`src/rtl/zq_pkg.sv`:
```
package zq_pkg;

    typedef enum logic [1:0] {
        ST_IDLE = 2'd0,
        ST_RUN  = 2'd1,
        ST_GAP  = 2'd2
    } seq_state_t;

    typedef enum logic [1:0] {
        PH_PU_REF = 2'd0,
        PH_PD     = 2'd1,
        PH_PU_PD  = 2'd2
    } seq_phase_t;

endpackage

```
`src/rtl/zq_code_inc.sv`:
```
module zq_code_inc #(
    parameter int W = 5
) (
    input  logic [W-1:0] code_i,
    output logic [W-1:0] code_p1_o
);
    localparam logic [W-1:0] TOP = '1;

    always_comb begin
        code_p1_o = (code_i == TOP) ? TOP : code_i + 1'b1;
    end
endmodule

```
`src/rtl/zq_settle_timer.sv`:
```
module zq_settle_timer #(
    parameter int SETTLE_CYC = 30
) (
    input  logic clk,
    input  logic rst_n,
    input  logic run_i,
    output logic last_o
);
    localparam int CNT_W = (SETTLE_CYC > 2) ? $clog2(SETTLE_CYC) : 1;
    localparam logic [CNT_W-1:0] LAST = CNT_W'(SETTLE_CYC - 1);

    logic [CNT_W-1:0] cnt_d, cnt_q;

    always_comb begin
        last_o = run_i && (cnt_q == LAST);
        if (!run_i || last_o) cnt_d = '0;
        else                  cnt_d = cnt_q + 1'b1;
    end

    always_ff @(posedge clk or negedge rst_n) begin
        if (!rst_n) cnt_q <= '0;
        else        cnt_q <= cnt_d;
    end

    // the counter never runs past the end of the window
    a_r5_cnt_bound: assert property (@(posedge clk) disable iff (!rst_n)
        cnt_q <= LAST);
endmodule

```
`src/rtl/zq_recal_timer.sv`:
```
module zq_recal_timer #(
    parameter int IVL_W = 24
) (
    input  logic             clk,
    input  logic             rst_n,
    input  logic             en_i,
    input  logic             idle_i,
    input  logic [IVL_W-1:0] interval_i,
    output logic             fire_o
);
    logic [IVL_W-1:0] cnt_d, cnt_q;

    always_comb begin
        fire_o = en_i && idle_i && (interval_i != '0)
                 && (cnt_q >= interval_i - 1'b1);
        if (!en_i || !idle_i || fire_o) cnt_d = '0;
        else                            cnt_d = cnt_q + 1'b1;
    end

    always_ff @(posedge clk or negedge rst_n) begin
        if (!rst_n) cnt_q <= '0;
        else        cnt_q <= cnt_d;
    end

    // a zero interval never fires
    a_r9_zero_ivl: assert property (@(posedge clk) disable iff (!rst_n)
        (interval_i == '0) |-> !fire_o);
endmodule

```
`src/rtl/zq_search_seq.sv`:
```
module zq_search_seq
    import zq_pkg::*;
#(
    parameter int PU_W       = 5,
    parameter int PD_W       = 4,
    parameter int SETTLE_CYC = 30,
    parameter int PD_OFFSET  = 3,
    parameter int IVL_W      = 24
) (
    input  logic             clk,
    input  logic             rst_n,
    input  logic             start_i,
    input  logic             lp_mode_i,
    input  logic             recal_en_i,
    input  logic [IVL_W-1:0] recal_interval_i,
    input  logic             cmp_result_i,
    output logic             cmp_en_o,
    output logic             cmp_sel_o,
    output logic [PU_W-1:0]  trial_pu_o,
    output logic [PU_W-1:0]  trial_pu_p1_o,
    output logic [PD_W-1:0]  trial_pd_o,
    output logic [PD_W-1:0]  trial_pd_p1_o,
    output logic             busy_o,
    output logic             done_o,
    output logic [PU_W-1:0]  cal_pu_o,
    output logic [PD_W-1:0]  cal_pd_o
);
    localparam logic [PU_W-1:0] PU_MAX  = '1;
    localparam logic [PD_W-1:0] PD_MAX  = '1;
    localparam logic [PD_W-1:0] PD_LAST = PD_MAX - 1'b1;
    localparam logic [PD_W:0]   PD_OFS  = (PD_W+1)'(PD_OFFSET);

    typedef struct packed {
        seq_state_t      state;
        seq_phase_t      phase;
        logic            lp;
        logic            sel;
        logic            done;
        logic [PU_W-1:0] tr_pu;
        logic [PD_W-1:0] tr_pd;
        logic [PU_W-1:0] cal_pu;
        logic [PD_W-1:0] cal_pd;
    } seq_t;

    seq_t d, q;

    logic            sample;
    logic            recal_fire;
    logic            go;
    logic            pd_hit;
    logic [PD_W-1:0] pd_res;
    logic [PD_W:0]   pd_sum;
    logic [PD_W-1:0] pd_ofs;

    zq_settle_timer #(.SETTLE_CYC(SETTLE_CYC)) u_settle (
        .clk    (clk),
        .rst_n  (rst_n),
        .run_i  (cmp_en_o),
        .last_o (sample)
    );

    zq_recal_timer #(.IVL_W(IVL_W)) u_recal (
        .clk        (clk),
        .rst_n      (rst_n),
        .en_i       (recal_en_i),
        .idle_i     (!busy_o),
        .interval_i (recal_interval_i),
        .fire_o     (recal_fire)
    );

    zq_code_inc #(.W(PU_W)) u_pu_inc (.code_i(q.tr_pu), .code_p1_o(trial_pu_p1_o));
    zq_code_inc #(.W(PD_W)) u_pd_inc (.code_i(q.tr_pd), .code_p1_o(trial_pd_p1_o));

    assign go = start_i || recal_fire;

    always_comb begin
        d      = q;
        d.done = 1'b0;
        pd_hit = !cmp_result_i && (q.tr_pd != '0);
        pd_res = pd_hit ? q.tr_pd - 1'b1 : '0;
        pd_sum = {1'b0, pd_res} + PD_OFS;
        pd_ofs = (pd_sum > {1'b0, PD_MAX}) ? PD_MAX : pd_sum[PD_W-1:0];

        case (q.state)
            ST_IDLE: begin
                if (go) begin
                    d.state = ST_RUN;
                    d.phase = PH_PU_REF;
                    d.lp    = lp_mode_i;
                    d.sel   = 1'b0;
                    d.tr_pu = '0;
                    d.tr_pd = '0;
                end
            end
            ST_GAP: d.state = ST_RUN;
            ST_RUN: begin
                if (sample) begin
                    d.state = ST_GAP;
                    case (q.phase)
                        PH_PU_REF: begin
                            if (cmp_result_i || q.tr_pu == PU_MAX) begin
                                d.tr_pu = cmp_result_i ? q.tr_pu : '0;
                                d.tr_pd = '0;
                                d.sel   = 1'b1;
                                d.phase = PH_PD;
                            end else begin
                                d.tr_pu = q.tr_pu + 1'b1;
                            end
                        end
                        PH_PD: begin
                            if (pd_hit || q.tr_pd == PD_LAST) begin
                                if (q.lp) begin
                                    d.phase = PH_PU_PD;
                                    d.tr_pd = pd_ofs;
                                    d.tr_pu = '0;
                                end else begin
                                    d.state  = ST_IDLE;
                                    d.done   = 1'b1;
                                    d.cal_pu = q.tr_pu;
                                    d.cal_pd = pd_res;
                                end
                            end else begin
                                d.tr_pd = q.tr_pd + 1'b1;
                            end
                        end
                        default: begin
                            if (cmp_result_i || q.tr_pu == PU_MAX) begin
                                d.state  = ST_IDLE;
                                d.done   = 1'b1;
                                d.cal_pu = cmp_result_i ? q.tr_pu : '0;
                                d.cal_pd = q.tr_pd;
                            end else begin
                                d.tr_pu = q.tr_pu + 1'b1;
                            end
                        end
                    endcase
                end
            end
            default: d.state = ST_IDLE;
        endcase
    end

    always_ff @(posedge clk or negedge rst_n) begin
        if (!rst_n) begin
            q <= '{state: ST_IDLE, phase: PH_PU_REF, default: '0};
        end else begin
            q <= d;
        end
    end

    assign cmp_en_o   = (q.state == ST_RUN);
    assign cmp_sel_o  = q.sel;
    assign trial_pu_o = q.tr_pu;
    assign trial_pd_o = q.tr_pd;
    assign busy_o     = (q.state != ST_IDLE);
    assign done_o     = q.done;
    assign cal_pu_o   = q.cal_pu;
    assign cal_pd_o   = q.cal_pd;

    // sampling happens only after the comparator has been on for a cycle
    a_r5_sample_settled: assert property (@(posedge clk) disable iff (!rst_n)
        sample |-> (cmp_en_o && $past(cmp_en_o)));
    // comparator is switched off right after each sample
    a_r5_off_after_sample: assert property (@(posedge clk) disable iff (!rst_n)
        sample |=> !cmp_en_o);
    // done is a single-cycle pulse
    a_r7_done_pulse: assert property (@(posedge clk) disable iff (!rst_n)
        done_o |=> !done_o);
    // results only move together with done
    a_r7_cal_hold: assert property (@(posedge clk) disable iff (!rst_n)
        !done_o |-> ($stable(cal_pu_o) && $stable(cal_pd_o)));
    // trial codes move only on a sample while a run is in progress
    a_r8_busy_steady: assert property (@(posedge clk) disable iff (!rst_n)
        (busy_o && !sample) |=> ($stable(trial_pu_o) && $stable(trial_pd_o)));
    // a timer request launches a run
    a_r9_fire_starts: assert property (@(posedge clk) disable iff (!rst_n)
        recal_fire |=> busy_o);
    // plus-one outputs never fall below the trial codes
    a_r4_p1_order: assert property (@(posedge clk) disable iff (!rst_n)
        (trial_pu_p1_o >= trial_pu_o) && (trial_pd_p1_o >= trial_pd_o));
    // reference comparisons hold the pull-down code at zero
    a_r2_ref_pd_zero: assert property (@(posedge clk) disable iff (!rst_n)
        (cmp_en_o && !cmp_sel_o) |-> (trial_pd_o == '0));
    // the pull-down sweep stops at its last allowed code
    a_r3_pd_range: assert property (@(posedge clk) disable iff (!rst_n)
        (cmp_en_o && q.phase == PH_PD) |-> (trial_pd_o <= PD_LAST));
endmodule

```
`config.mk`:
```
export PLATFORM = sky130hd
export DESIGN_NAME = zq_search_seq
export DESIGN_NICKNAME = d
export VERILOG_FILES = /design/src/rtl/zq_pkg.sv /design/src/rtl/zq_code_inc.sv /design/src/rtl/zq_settle_timer.sv /design/src/rtl/zq_recal_timer.sv /design/src/rtl/zq_search_seq.sv
export SDC_FILE = /design/constraint.sdc
export NUM_CORES = 1
export LEC_CHECK = 0
export CORE_UTILIZATION = 61
export CTS_BUF_LIST = sky130_fd_sc_hd__clkbuf_2 sky130_fd_sc_hd__clkbuf_4 sky130_fd_sc_hd__clkbuf_8
export CTS_CLUSTER_SIZE = 10
export DETAILED_ROUTE_END_ITERATION = 6
export GPL_TIMING_DRIVEN = 1
export PLACE_DENSITY = 0.88
export RECOVER_POWER = 100
export SETUP_SLACK_MARGIN = 0.02
export SYNTH_ARGS = -nofsm -noshare
export SYNTH_HDL_FRONTEND = slang
export SYNTH_SLANG_ARGS = --single-unit
export TNS_END_PERCENT = 100
```
`constraint.sdc`:
```
create_clock -name clk -period 6.42 [get_ports clk]
set_input_delay 1.284 -clock clk [delete_from_list [all_inputs] [get_ports clk]]
set_output_delay 1.284 -clock clk [all_outputs]
set_load 0.02 [all_outputs]
```
==> impl_results.md <==
* Startpoint Class: input pin
* Hold_buf cts at 0
* Min-delay src: cal_pu_o[2]$_DFFE_PN0P_
* FF-to-FF End: trial_pd_o[1]$_DFFE_PN0P_
* Fillers at 497
* Largest family of logic cells by synthesized area: simple AND/OR/NAND/NOR gates
* CTS buffer count at 5
* Post-CTS Setup Repair Bufs at 0
* Total grt overflow at 0
* Clock Skews at 0.00753 ns
* Area leader, netlist: dfrtp_1
* Post-Layout Cell Count at 601
* Clock root buffer master: clkbuf_8
* DRC viols at 4
* MaxCap Viol Count at 1
* Hold Path Sink: cal_pu_o[2]$_DFFE_PN0P_
* DRT iter0 DRCs at 139
* Top-area cell type share of the netlist area at 33.0%
* GRT Overall Usage at 27.0%
* Most common cell after layout, fill and taps aside: nor2_1
* Post-route ant nets at 0
* Hold WS at 0.478 ns
* # rows at 29
* Fmax achieved at 174 MHz
* Layout cells sized above 1 at 5.15%
* # resized after CTS at 0
* CP Class: in2reg
* Average wire per standard cell at 15.0 um
* DR vias/cell at 5.81
* Peak VDD IR at 102 uV
* N_diodes at 0
* Crit-path max FO at 6
* Most frequent cells in the layout: 62 x nor2_1, 61 x nand2_1, 54 x dfrtp_1
* First-pass GRT wire length at 15400 um
* Failing checks: DRC, capacitance limit, slew limit
* Least-Margin Pin Slew at 2.89 ns
* CTS clk-pin slew, worst paths at 0.09 ns
* Die X-Extent at 83.9 um
* Cell area after synthesis at 4090 um2
* Core Box Area at 6420 um2
* Final #Nets at 589
* Synthesis-to-finish area growth at 15.3%
* Die H at 83.9 um
* Xor and xnor fraction of the mapped netlist area at 10.9%
* Clock Sinks at 54
* Post-synth cell types at 58
* CTS tree: built
* Reg-to-Reg Start: trial_pu_o[0]$_DFFE_PN0P_
* H-tree depth at 2
* Routed via count at 3492
* Mapped Nets at 546
* Arrival time worst endpoint at 5.95 ns
* Hold Path Stages at 2
* Commonest register cell after synthesis: dfrtp_1
* Synth Area in Compound Gates at 10.9%
* CP required at 6.61 ns
* Yosys synthesis warning count at 0
* Setup ws final at 0.668 ns
* Leakage at 2.07 nW
* Tightest Hold Check Type: reg2reg
* Average size of a mapped cell at 8.52 um2
* Gpl congestion at 0.891
* Post-Route WL at 9000 um
* Final Setup Violations at 0
* Port buffer count at 60
* Final period utilization at 89.6%
* R2R cell count at 11
* Initial Util at 63.7%
* Post-synth EDFFs at 0
* Pwr dens at 147 nW/um2
* RSZ-0062 raised after global routing: no
* Largest net degree at the start of global routing at 55
* Final worst path period need at 5.75 ns
* Pre-CTS setup slack at 0.853 ns
* DP Wirelength at 6980 um
* FF-to-FF setup slack at 3.61 ns
* Yosys reg bits at 54
* # IOs at 61
* Initial antenna violation count at 0
* Post-route setup TNS at 0 ns
* Synth async-reset ratio at 100%
* First-pass detailed-route iteration total at 6
* Final hold violation count at 0
* Clock buffer depth at 2
* Slew HR at -92.8%
* Clk_lat worst skew at 0.31 ns
* Top cells by area, synth: dfrtp_1 33%, ha_1 11%, xor2_1 6.0%
* Final Slew Violations at 55
* Cells after DPL at 593
* Synth Area in Simple Gates at 27.6%
* Fraction of synthesized area in multiplexers at 1.04%
* Vias in the first global route at 3504
* Die area at 7030 um2
* Status: finished with violations
* Crit. End Element: flop
* Seq/Total Area, Yosys at 33.0%
* Post-Synth Adder-Cell Area at 11.0%
* Synth Instances at 480
-- cell type report --
type	count	area (um2)	area share (%)
Timing Repair Buffer	63	611	13.0
Clock buffer	6	76.3	1.62
Multi-Input combinational cell	384	2480	52.7
Tap cell	77	96.3	2.04
Sequential cell	54	1350	28.7
Clock inverter	2	37.5	0.796
Inverter	15	56.3	1.19
-- stage by stage --
| step | power, W | instance area [um2] | util, % |
|---|---|---|---|
| 2_1_floorplan | 0.000414 | 4090 | - |
| 3_3_place_gp | 0.000464 | 4630 | 72.2 |
| 3_5_place_dp | 0.000468 | 4630 | 72.2 |
| 4_1_cts | 0.000698 | 4750 | 73.9 |
| 5_1_grt | 0.000720 | 4710 | 73.4 |
| 6_report | 0.000691 | 4710 | 73.4 |
-- cells in the mapped netlist, types with 9 or more instances --
cell type and n:
nand2_1 59, xor2_1 28, ha_1 36, o21ai_1 9, o21ai_0 12, and3_1 9, nand2b_1 10, dfrtp_1 54
nor2_1 62, clkbuf_1 9, nand3_1 24, inv_1 15, buf_4 18, nor3_1 15, xnor2_1 21, a21oi_1 21
-- power breakdown --
part           internal (W)  leakage [nW]  switching, W  total [W]
registers          0.000343         0.727    0.00000692   0.000350
logic             0.0000494          1.29     0.0000588   0.000108
clock network      0.000121        0.0548      0.000112   0.000233
-- state kept, by name (all words and copies together) (netlist names) --
register,flops
cal_pd_o,4
cal_pu_o,5
trial_pu_o,5
trial_pd_o,4
q,5
cmp_sel_o,1
done_o,1
u_settle.cnt_q,5
u_recal.cnt_q,24
-- critical path: stages --
cell             delay (ns)
clkdlybuf4s50_1        0.47
nor4_1                 0.58
nor4b_4                0.36
nand2_1                0.15
or4b_1                 0.64
nor2_4                 0.15
nand2_1                0.10
xnor2_2                0.15
ha_1                   0.31
nand4_1                0.16
nor2_1                 0.10
a22oi_1                0.23
nand4_1                0.24
o21ai_0                0.64
mux2_1                 0.39
-- metal layers --
metal	global-route usage [%]	up-vias	share of wire [%]
met2	48.3	99	51
met3	3.96	21	4.2
li1	-	1721	-
met5	0	-	0
met4	11.3	0	2.2
met1	32.2	1651	43
-- worst max-delay path by stage --
| stage | start | to | slack, ns | cells after the start |
|---|---|---|---|---|
| 5_1_grt | recal_interval_i[2] | trial_pd_o[2]$_DFFE_PN0P_ | 0.38 | 16 |
| 4_1_cts | recal_interval_i[2] | trial_pd_o[3]$_DFFE_PN0P_ | 1.06 | 16 |
| 3_3_place_gp | recal_interval_i[2] | trial_pd_o[2]$_DFFE_PN0P_ | 1.08 | 16 |
| 6_report | recal_interval_i[2] | q[20]$_DFFE_PN0P_ | 0.67 | 15 |
| 2_1_floorplan | recal_interval_i[2] | trial_pd_o[2]$_DFFE_PN0P_ | 1.85 | 15 |
| 3_5_place_dp | recal_interval_i[2] | trial_pd_o[2]$_DFFE_PN0P_ | 0.85 | 16 |
-- cell families (layout without fill, tap and decap cells) --
kind of cell / count (synthesis) / count (layout)
simple gates: 223 / 223
compound gates: 71 / 71
flops: 54 / 54
xor+xnor: 50 / 50
buf+inv: 42 / 86
fa+ha+maj: 36 / 36
mux: 4 / 4
(Power assumes the default switching activity.)
